`config.mk`:
```
export PLATFORM = sky130hd
export DESIGN_NAME = fpadd_seq
export DESIGN_NICKNAME = d
export VERILOG_FILES = /design/src/rtl/fpadd_pkg.sv /design/src/rtl/fpadd_align.sv /design/src/rtl/fpadd_norm_step.sv /design/src/rtl/fpadd_seq.sv
export SDC_FILE = /design/constraint.sdc
export NUM_CORES = 1
export LEC_CHECK = 0
export BUFFER_PORTS_ARGS = -buffer_cell sky130_fd_sc_hd__buf_4
export CORE_ASPECT_RATIO = 1.1
export CORE_MARGIN = 2
export CORE_UTILIZATION = 60
export CTS_CLUSTER_DIAMETER = 150
export DETAILED_ROUTE_END_ITERATION = 8
export HOLD_SLACK_MARGIN = 0.03
export PLACE_DENSITY = 0.81
export SETUP_SLACK_MARGIN = 0.02
export SKIP_CTS_REPAIR_TIMING = 1
export SYNTH_ARGS = -nofsm -noshare
export SYNTH_HDL_FRONTEND = slang
export SYNTH_SLANG_ARGS = --single-unit
```
`constraint.sdc`:
```
create_clock -name clk -period 3.4 [get_ports clk]
set_input_delay 0.51 -clock clk [delete_from_list [all_inputs] [get_ports clk]]
set_output_delay 0.51 -clock clk [all_outputs]
set_load 0.005 [all_outputs]
```
`src/rtl/fpadd_pkg.sv`:
```
package fpadd_pkg;
  typedef enum logic [3:0] {
    S_IDLE, S_LD_EA, S_LD_MA, S_LD_EB, S_LD_MB,
    S_CMP, S_ALIGN, S_ADD, S_NORM, S_WB
  } step_t;
endpackage

```
`src/rtl/fpadd_align.sv`:
```
module fpadd_align #(
  parameter int MAN_W = 16,
  parameter int SH_W  = 8
) (
  input  logic [MAN_W-1:0] m_i,
  input  logic [SH_W-1:0]  shamt,
  output logic [MAN_W-1:0] m_o
);
  localparam logic [SH_W-1:0] LIM = SH_W'(MAN_W);

  // Differences at or beyond the mantissa width flush it to zero
  always_comb begin
    if (shamt >= LIM) m_o = '0;
    else              m_o = m_i >> shamt;
  end
endmodule

```
`src/rtl/fpadd_norm_step.sv`:
```
module fpadd_norm_step #(
  parameter int EXP_W = 8,
  parameter int MAN_W = 16
) (
  input  logic [MAN_W:0]   mo_i,
  input  logic [EXP_W-1:0] eo_i,
  output logic [MAN_W:0]   mo_o,
  output logic [EXP_W-1:0] eo_o,
  output logic             last,
  output logic             ovf,
  output logic             unf
);
  localparam logic [EXP_W-1:0] EXP_MAX = {EXP_W{1'b1}};

  always_comb begin
    mo_o = mo_i;
    eo_o = eo_i;
    last = 1'b1;
    ovf  = 1'b0;
    unf  = 1'b0;
    if (mo_i == '0) begin
      last = 1'b1;                       // zero sum, no flag
    end else if (mo_i[MAN_W]) begin      // carry out
      if (eo_i == EXP_MAX) ovf = 1'b1;
      else begin
        mo_o = mo_i >> 1;
        eo_o = eo_i + 1'b1;
      end
    end else if (!mo_i[MAN_W-1]) begin   // left shift loop
      if (eo_i == '0) unf = 1'b1;
      else begin
        mo_o = mo_i << 1;
        eo_o = eo_i - 1'b1;
        last = 1'b0;
      end
    end
  end
endmodule

```
`src/rtl/fpadd_seq.sv`:
```
module fpadd_seq #(
  parameter int EXP_W = 8,
  parameter int MAN_W = 16
) (
  input  logic                   clk,
  input  logic                   rst_n,
  input  logic                   start,
  input  logic [EXP_W+MAN_W-1:0] a_in,
  input  logic [EXP_W+MAN_W-1:0] b_in,
  output logic                   busy,
  output logic                   done,
  output logic [EXP_W+MAN_W-1:0] a_out,
  output logic                   ovf,
  output logic                   unf
);
  import fpadd_pkg::*;

  localparam int W = EXP_W + MAN_W;
  localparam logic [EXP_W-1:0] EXP_MAX = {EXP_W{1'b1}};

  step_t            st;
  logic [W-1:0]     opa, opb, a_reg;
  logic [EXP_W-1:0] e1, e2, eo, shamt;
  logic [MAN_W-1:0] m1, m2, al_in, al_out;
  logic [MAN_W:0]   mo, mo_nx;
  logic [EXP_W-1:0] eo_nx;
  logic             shift_b, done_r, ovf_r, unf_r;
  logic             n_last, n_ovf, n_unf;

  assign al_in = shift_b ? m2 : m1;

  fpadd_align #(.MAN_W(MAN_W), .SH_W(EXP_W)) u_align (
    .m_i(al_in), .shamt(shamt), .m_o(al_out)
  );

  fpadd_norm_step #(.EXP_W(EXP_W), .MAN_W(MAN_W)) u_norm (
    .mo_i(mo), .eo_i(eo), .mo_o(mo_nx), .eo_o(eo_nx),
    .last(n_last), .ovf(n_ovf), .unf(n_unf)
  );

  always_ff @(posedge clk) begin
    if (!rst_n) begin
      st <= S_IDLE;
      opa <= '0; opb <= '0; a_reg <= '0;
      e1 <= '0; e2 <= '0; eo <= '0; shamt <= '0;
      m1 <= '0; m2 <= '0; mo <= '0;
      shift_b <= 1'b0; done_r <= 1'b0; ovf_r <= 1'b0; unf_r <= 1'b0;
    end else begin
      done_r <= 1'b0;
      unique case (st)
        S_IDLE: if (start) begin      // taken only here
          opa <= a_in; opb <= b_in;
          ovf_r <= 1'b0; unf_r <= 1'b0;
          st <= S_LD_EA;
        end
        S_LD_EA: begin e1 <= opa[W-1:MAN_W]; st <= S_LD_MA; end
        S_LD_MA: begin m1 <= opa[MAN_W-1:0]; st <= S_LD_EB; end
        S_LD_EB: begin e2 <= opb[W-1:MAN_W]; st <= S_LD_MB; end
        S_LD_MB: begin m2 <= opb[MAN_W-1:0]; st <= S_CMP; end
        S_CMP: begin
          if (e1 >= e2) begin
            shamt <= e1 - e2; eo <= e1; shift_b <= 1'b1;
          end else begin
            shamt <= e2 - e1; eo <= e2; shift_b <= 1'b0;
          end
          st <= S_ALIGN;
        end
        S_ALIGN: begin
          if (shift_b) m2 <= al_out;
          else         m1 <= al_out;
          st <= S_ADD;
        end
        S_ADD: begin
          mo <= {1'b0, m1} + {1'b0, m2};
          st <= S_NORM;
        end
        S_NORM: begin
          mo <= mo_nx; eo <= eo_nx;
          ovf_r <= n_ovf; unf_r <= n_unf;
          if (n_last) st <= S_WB;
        end
        S_WB: begin
          if (ovf_r)          a_reg <= {EXP_MAX, {MAN_W{1'b1}}};
          else if (unf_r)     a_reg <= '0;
          else if (mo == '0)  a_reg <= '0;
          else                a_reg <= {eo, mo[MAN_W-1:0]};
          done_r <= 1'b1;
          st <= S_IDLE;
        end
        default: st <= S_IDLE;
      endcase
    end
  end

  assign busy  = (st != S_IDLE);
  assign done  = done_r;
  assign a_out = a_reg;
  assign ovf   = ovf_r;
  assign unf   = unf_r;

  // done is a single-cycle pulse and coincides with idle
  p_done_pulse_r3: assert property (@(posedge clk) disable iff (!rst_n)
    done |=> !done);
  p_done_idle_r3: assert property (@(posedge clk) disable iff (!rst_n)
    done |-> !busy);
  // working exponent after compare is the larger one
  p_eo_max_r4: assert property (@(posedge clk) disable iff (!rst_n)
    (st == S_ADD) |-> (eo >= e1 && eo >= e2));
  // a result written without flags is normalised
  p_wb_norm_r6: assert property (@(posedge clk) disable iff (!rst_n)
    (st == S_WB && !ovf_r && !unf_r && mo != '0) |-> (mo[MAN_W:MAN_W-1] == 2'b01));
  // result register changes only with done; flags exclusive
  p_a_hold_r10: assert property (@(posedge clk) disable iff (!rst_n)
    !$stable(a_out) |-> done);
  p_flags_excl_r10: assert property (@(posedge clk) disable iff (!rst_n)
    !(ovf && unf));
endmodule

```
==> impl_metrics.py, run 1 <==
metrics = {
    "sta": {
        "finalSetupViolCount": 0,
        "finalHoldViolations": 0,
        "fin_crit_sh": 0.8565,
        "tightest_slew_ns": 0.7964,
        "fin_setup_tns_ns": 0,
        "rsz0062_at_grt": "no",
        "maxSlewHeadroom": 0.4650,
        "fin_ws_ns": 0.4880,
        "finalCriticalPeriod_ns": 2.912,
        "drv_slew": 0,
        "timing.fmax_mhz": 343.4,
        "worst_clock_skew_ns": 0.01226,
    },
    "drt": {
        "drtAntennaViolNets": 0,
        "viasPerCell": 6.219,
        "wirelength_mm": 23.35,
        "drc": 0,
        "drtIter0Drc": 931,
        "vias": 8514,
        "avgRoutedWirePerCell_um": 17.06,
        "firstDrtPassIters": 5,
    },
    "critical_path": {
        "critical_path_class": "register to register",
        "r2r_slack_ns": 0.49,
        "critPathBufInv": 2,
        "cp-end-kind": "register",
        "slowest_stage": "fa_1",
        "crit_path_max_fanout": 15,
        "start_kind": "register",
        "required_ns": 3.74,
        "max_stage_delay_ns": 0.42,
        "crit_chain": "inv_1 -> ha_1 -> fa_1 -> nand3b_1 -> nand2_2 -> o2111ai_4 -> and2_1 -> buf_4 -> a21oi_1 -> a21boi_0 -> a311oi_1",
        "path_delay_family": "compound AO/OA/AOI/OAI gates",
        "cp_data_arrival_time_ns": 3.25,
    },
    "place": {
        "post-place-cells": 1338,
        "hpwl_mm": 16.70,
        "gp_congestion": 0.9883,
        "portBuffers": 78,
        "post-place-ws_ns": 0.5742,
        "postPlaceCellArea_um2": 9758,
    },
    "outcome": {
        "status": "complete, no violations",
    },
    "yosys": {
        "syn_inst": 1118,
        "ys.flop_type": "dfxtp_1",
        "synth_edf_count": 0,
        "syn_avg_cell_area_um2": 8.109,
        "yosysUniqueCellTypes": 78,
        "netlist_area_um2": 9066,
        "synth_nets": 1210,
        "yosysWarningCount": 0,
        "ys_seq_area_frac": 0.3555,
        "yosys_register_bits": 161,
        "synthArstFlopShare": 0,
    },
    "clock_tree": {
        "cts_buffer_depth": 2,
        "clkTransAtPathRegs_ns": 0.07,
        "numCtsBuffers": 17,
        "htree_levels": 4,
        "clockRootBuffer": "clkbuf_16",
        "clock_latency_ns": 0.43,
        "cts_tree": "done",
        "clock_sinks": 161,
    },
    "floorplanning": {
        "core_um2": 14940,
        "die_y_um": 132.9,
        "pin_count": 79,
        "die_w_um": 121.2,
        "die-area_um2": 16110,
        "initial_utilization": 0.6070,
        "num_rows": 47,
    },
    "global_route": {
        "antenna_found_initial": 0,
        "grt_pass1_vias": 7808,
        "grt_usage": 0.2983,
        "grt_pass1_wl_mm": 39.02,
        "grt_max_degree": 49,
        "overflow": 0,
    },
    "layout": {
        "final_cell_count_no_fill": 1369,
        "diodes": 0,
        "nets": 1253,
        "drive_above_1_share": 0.1586,
        "final_area_um2": 10330,
        "synthToLayoutAreaGrowth_pct": 13.99,
        "fillers": 1262,
    },
    "pwr": {
        "powerDensity_nw_per_um2": 448.1,
        "p_total_mw": 4.631,
        "ir_drop_mv": 0.3875,
        "p_leak_nw": 3.898,
    },
    "job": {
        "max_cap_violations": 0,
    },
    "min_path": {
        "holdCritPathClass": "input pin to register",
    },
}
## worst min-delay path: stages
cell     delay [ns]
buf_4          0.11
nand2_1        0.04
a21oi_1        0.05
## Yosys cell counts (all sizes together) (8+ instances only)
cell	count	area share
o21ai	78	0.043
a22o	8	0.0077
clkbuf	55	0.023
ha	37	0.051
a31oi	26	0.019
nand3	20	0.011
a221oi	9	0.010
mux2i	30	0.033
nand4	9	0.0062
nor4	9	0.0076
a21oi	163	0.090
mux4	15	0.037
nor3	13	0.0084
dfxtp	161	0.36
nand2b	8	0.0058
xnor2	16	0.015
mux2	11	0.014
a211oi	27	0.023
inv	26	0.011
o22ai	11	0.0076
nor2	93	0.039
buf	24	0.015
nand2	173	0.072
## metrics by stage
step	hold slack, ns	util
after floorplan	0.4321	-
after global placement	0.4391	0.6533
after detailed placement	0.4437	0.6533
after CTS	0.3127	0.6919
after global routing	0.3076	0.6919
final	0.3173	0.6919
## state kept, by name, summed over array words and instances (netlist names)
name,cells
shamt,8
m1,16
opa,24
st,4
eo,8
done,1
opb,24
m2,16
mo,17
a_out,24
e1,8
unf,1
ovf,1
shift_b,1
e2,8
## cell usage in the layout, fill, tap and decap left out, drive strengths merged, types with 20 or more instances in the layout
cell type / synthesis / layout
a31oi: 26 / 26
inv: 26 / 29
clkbuf: 55 / 20
nand3: 20 / 20
a21oi: 163 / 163
buf: 24 / 103
mux2i: 30 / 30
o21ai: 78 / 78
nor2: 93 / 93
a211oi: 27 / 27
dfxtp: 161 / 161
ha: 37 / 37
nand2: 173 / 173
## power by group
part / switching, mW / leakage, nW / total [mW] / internal, mW
clock: 0.780 / 0.270 / 1.88 / 1.10
combinational: 0.401 / 2.32 / 0.679 / 0.277
sequential: 0.0920 / 1.31 / 2.07 / 1.98
total: 1.27 / 3.90 / 4.63 / 3.36
## cell families after synthesis
kind of cell               after synthesis  share of synthesized area
DFF                                    161                     0.3555
and+or+nand+nor                        356                     0.1740
muxes                                   56                    0.08405
xor gates and xnor gates                21                    0.02029
buffers and inverters                  105                    0.04844
adders and majority gates               41                    0.05990
AOI/OAI and AO/OA                      378                     0.2578
## cell type report
type	count	area, um2	share of cell area
clock buffer	20	446.7	0.04322
clock inverter	11	130.1	0.01259
inverter	26	97.59	0.009443
multi-input combinational	852	5419	0.5243
sequential	161	3223	0.3119
tap	196	245.2	0.02373
timing repair buffer	103	773.2	0.07482
## per-layer routing
metal / global-route usage / routed length, um
met5: 0 / 0
met2: 0.4569 / 10480
met1: 0.4256 / 10700
met3: 0.04440 / 1586
met4: 0.1124 / 583
## final timing paths
path                 start        to  cells past startpoint
setup / recovery     e1[0]  shamt[7]                     11
hold / removal    b_in[10]   opb[10]                      3
setup reg to reg     e1[0]  shamt[7]                     11
hold reg to reg    opa[18]     e1[2]                      2
No activity file was read; power rests on OpenSTA's default activity.
==> run 2, diff against run 1 <==
Settings changed: CTS_BUF_LIST set to sky130_fd_sc_hd__clkbuf_8 sky130_fd_sc_hd__clkbuf_16.
==> impl_metrics.py, run 2 (synthesized netlist as in run 1, its figures left out) <==
metrics = {
    "critical_path": {
        "crit_path_max_fanout": 15,
        "max_stage_delay_ns": 0.42,
        "path_delay_family": "compound AO/OA/AOI/OAI gates",
        "critical_path_class": "register to register",
        "critPathBufInv": 2,
        "start_kind": "register",
        "cp_data_arrival_time_ns": 3.24,
        "crit_chain": "inv_1 -> ha_1 -> fa_1 -> nand3b_1 -> nand2_2 -> o2111ai_4 -> and2_1 -> buf_4 -> a21oi_1 -> a21boi_0 -> a311oi_1",
        "slowest_stage": "fa_1",
        "cp-end-kind": "register",
        "required_ns": 3.74,
    },
    "drt": {
        "drc": 0,
        "drtIter0Drc": 929,
        "firstDrtPassIters": 6,
        "dr.max_layer_used": "met4",
        "avgRoutedWirePerCell_um": 17.05,
        "drt-met1-wl_mm": 10.69,
        "wirelength_mm": 23.35,
        "drtAntennaViolNets": 0,
        "met3_length_mm": 1.577,
        "viasPerCell": 6.213,
        "vias": 8506,
        "met2_length_mm": 10.48,
    },
    "clock_tree": {
        "clockRootBuffer": "clkbuf_16",
        "numCtsBuffers": 17,
        "cts_buffer_depth": 2,
        "cts_tree": "done",
        "clock_latency_ns": 0.43,
        "htree_levels": 4,
        "clkTransAtPathRegs_ns": 0.07,
        "clock_sinks": 161,
    },
    "layout": {
        "synthToLayoutAreaGrowth_pct": 13.99,
        "layout_commonest_cell": "nand2_1",
        "fillers": 1262,
        "final_cell_mix": "nand2_1 (171), dfxtp_1 (161), a21oi_1 (160), buf_4 (103), nor2_1 (91)",
        "diodes": 0,
        "multi_input_area_um2": 5419,
        "drive_above_1_share": 0.1586,
        "nets": 1253,
        "seqCellArea_um2": 3223,
    },
    "pwr": {
        "powerDensity_nw_per_um2": 447.6,
        "power_frac_clock": 0.406,
        "combPwrFrac": 0.147,
        "p_switching_mw": 1.274,
        "p_seq_frac": 0.448,
        "p_sw_frac": 0.2755,
        "internal_power_mw": 3.351,
        "ir_drop_mv": 0.3892,
        "p_leak_nw": 3.906,
    },
    "place": {
        "portBuffers": 78,
        "hpwl_mm": 16.70,
        "post-place-ws_ns": 0.5742,
        "gp_congestion": 0.9883,
    },
    "sta": {
        "tightest_slew_ns": 0.7953,
        "finalCriticalPeriod_ns": 2.902,
        "rsz0062_at_grt": "no",
        "timing.fmax_mhz": 344.6,
        "maxSlewHeadroom": 0.4657,
        "fin_setup_tns_ns": 0,
        "fin_ws_ns": 0.4977,
        "fin_crit_sh": 0.8536,
        "whs_ns": 0.3168,
        "finalSetupViolCount": 0,
        "drv_slew": 0,
        "worst_clock_skew_ns": 0.01186,
        "finalHoldViolations": 0,
    },
    "floorplanning": {
        "pin_count": 79,
        "num_rows": 47,
        "initial_utilization": 0.6070,
        "die_y_um": 132.9,
        "die-area_um2": 16110,
        "core_um2": 14940,
        "die_w_um": 121.2,
    },
    "global_route": {
        "grt_pass1_wl_mm": 39.02,
        "grt_usage": 0.2983,
        "grt_pass1_vias": 7808,
        "overflow": 0,
        "grt_max_degree": 49,
        "antenna_found_initial": 0,
    },
    "min_path": {
        "holdCritPathClass": "input pin to register",
    },
    "outcome": {
        "status": "complete, no violations",
    },
    "job": {
        "max_cap_violations": 0,
    },
}
run 2: worst reg2reg max path, cell delays in order, from the launching register on:
cell and delay, ns:
dfxtp_1 0.35, inv_1 0.07, ha_1 0.26, fa_1 0.42, nand3b_1 0.19, nand2_2 0.13, o2111ai_4 0.28, and2_1 0.37
buf_4 0.21, a21oi_1 0.18, a21boi_0 0.11, a311oi_1 0.24
run 2: power by group through the flow:
| stage | registers (mW) | logic [mW] | clock network, mW |
|---|---|---|---|
| detailed placement | 2.11 | 0.662 | 0 |
| floorplan | 2.07 | 0.501 | 0 |
| global placement | 2.10 | 0.657 | 0 |
| global route | 2.08 | 0.756 | 1.98 |
| finish | 2.07 | 0.678 | 1.88 |
| CTS | 2.07 | 0.670 | 1.89 |
run 2: final cells by class:
class	count	area share
clock buffers	18	0.04249
repair buffers	103	0.07482
inverters	26	0.009443
clock inverters	13	0.01332
multi-input cells	852	0.5243
flip-flops and latches	161	0.3119
well taps	196	0.02373
run 2: final timing paths:
check | startpoint | end | slack, ns | cells past startpoint
setup reg to reg | e1[0] | shamt[7] | 0.50 | 11
hold reg to reg | opa[18] | e1[2] | 0.46 | 2
hold / removal | b_in[10] | opb[10] | 0.32 | 3
setup / recovery | e1[0] | shamt[7] | 0.50 | 11
run 2: routing by layer:
layer | track usage | vias to the layer above
li1 | - | 4133
met1 | 0.4256 | 3948
met2 | 0.4569 | 373
met3 | 0.04440 | 52
met4 | 0.1124 | 0
met5 | 0 | -
run 2: per-stage QoR:
| step | util | total power [mW] | cells | instance area, um2 |
|---|---|---|---|---|
| floorplan | - | 2.567 | 1118 | 9066 |
| global placement | 0.6533 | 2.761 | 1338 | 9758 |
| detailed placement | 0.6533 | 2.770 | 1338 | 9758 |
| CTS | 0.6919 | 4.630 | 1369 | 10330 |
| global route | 0.6919 | 4.813 | 1369 | 10330 |
| finish | 0.6919 | 4.626 | 1369 | 10330 |
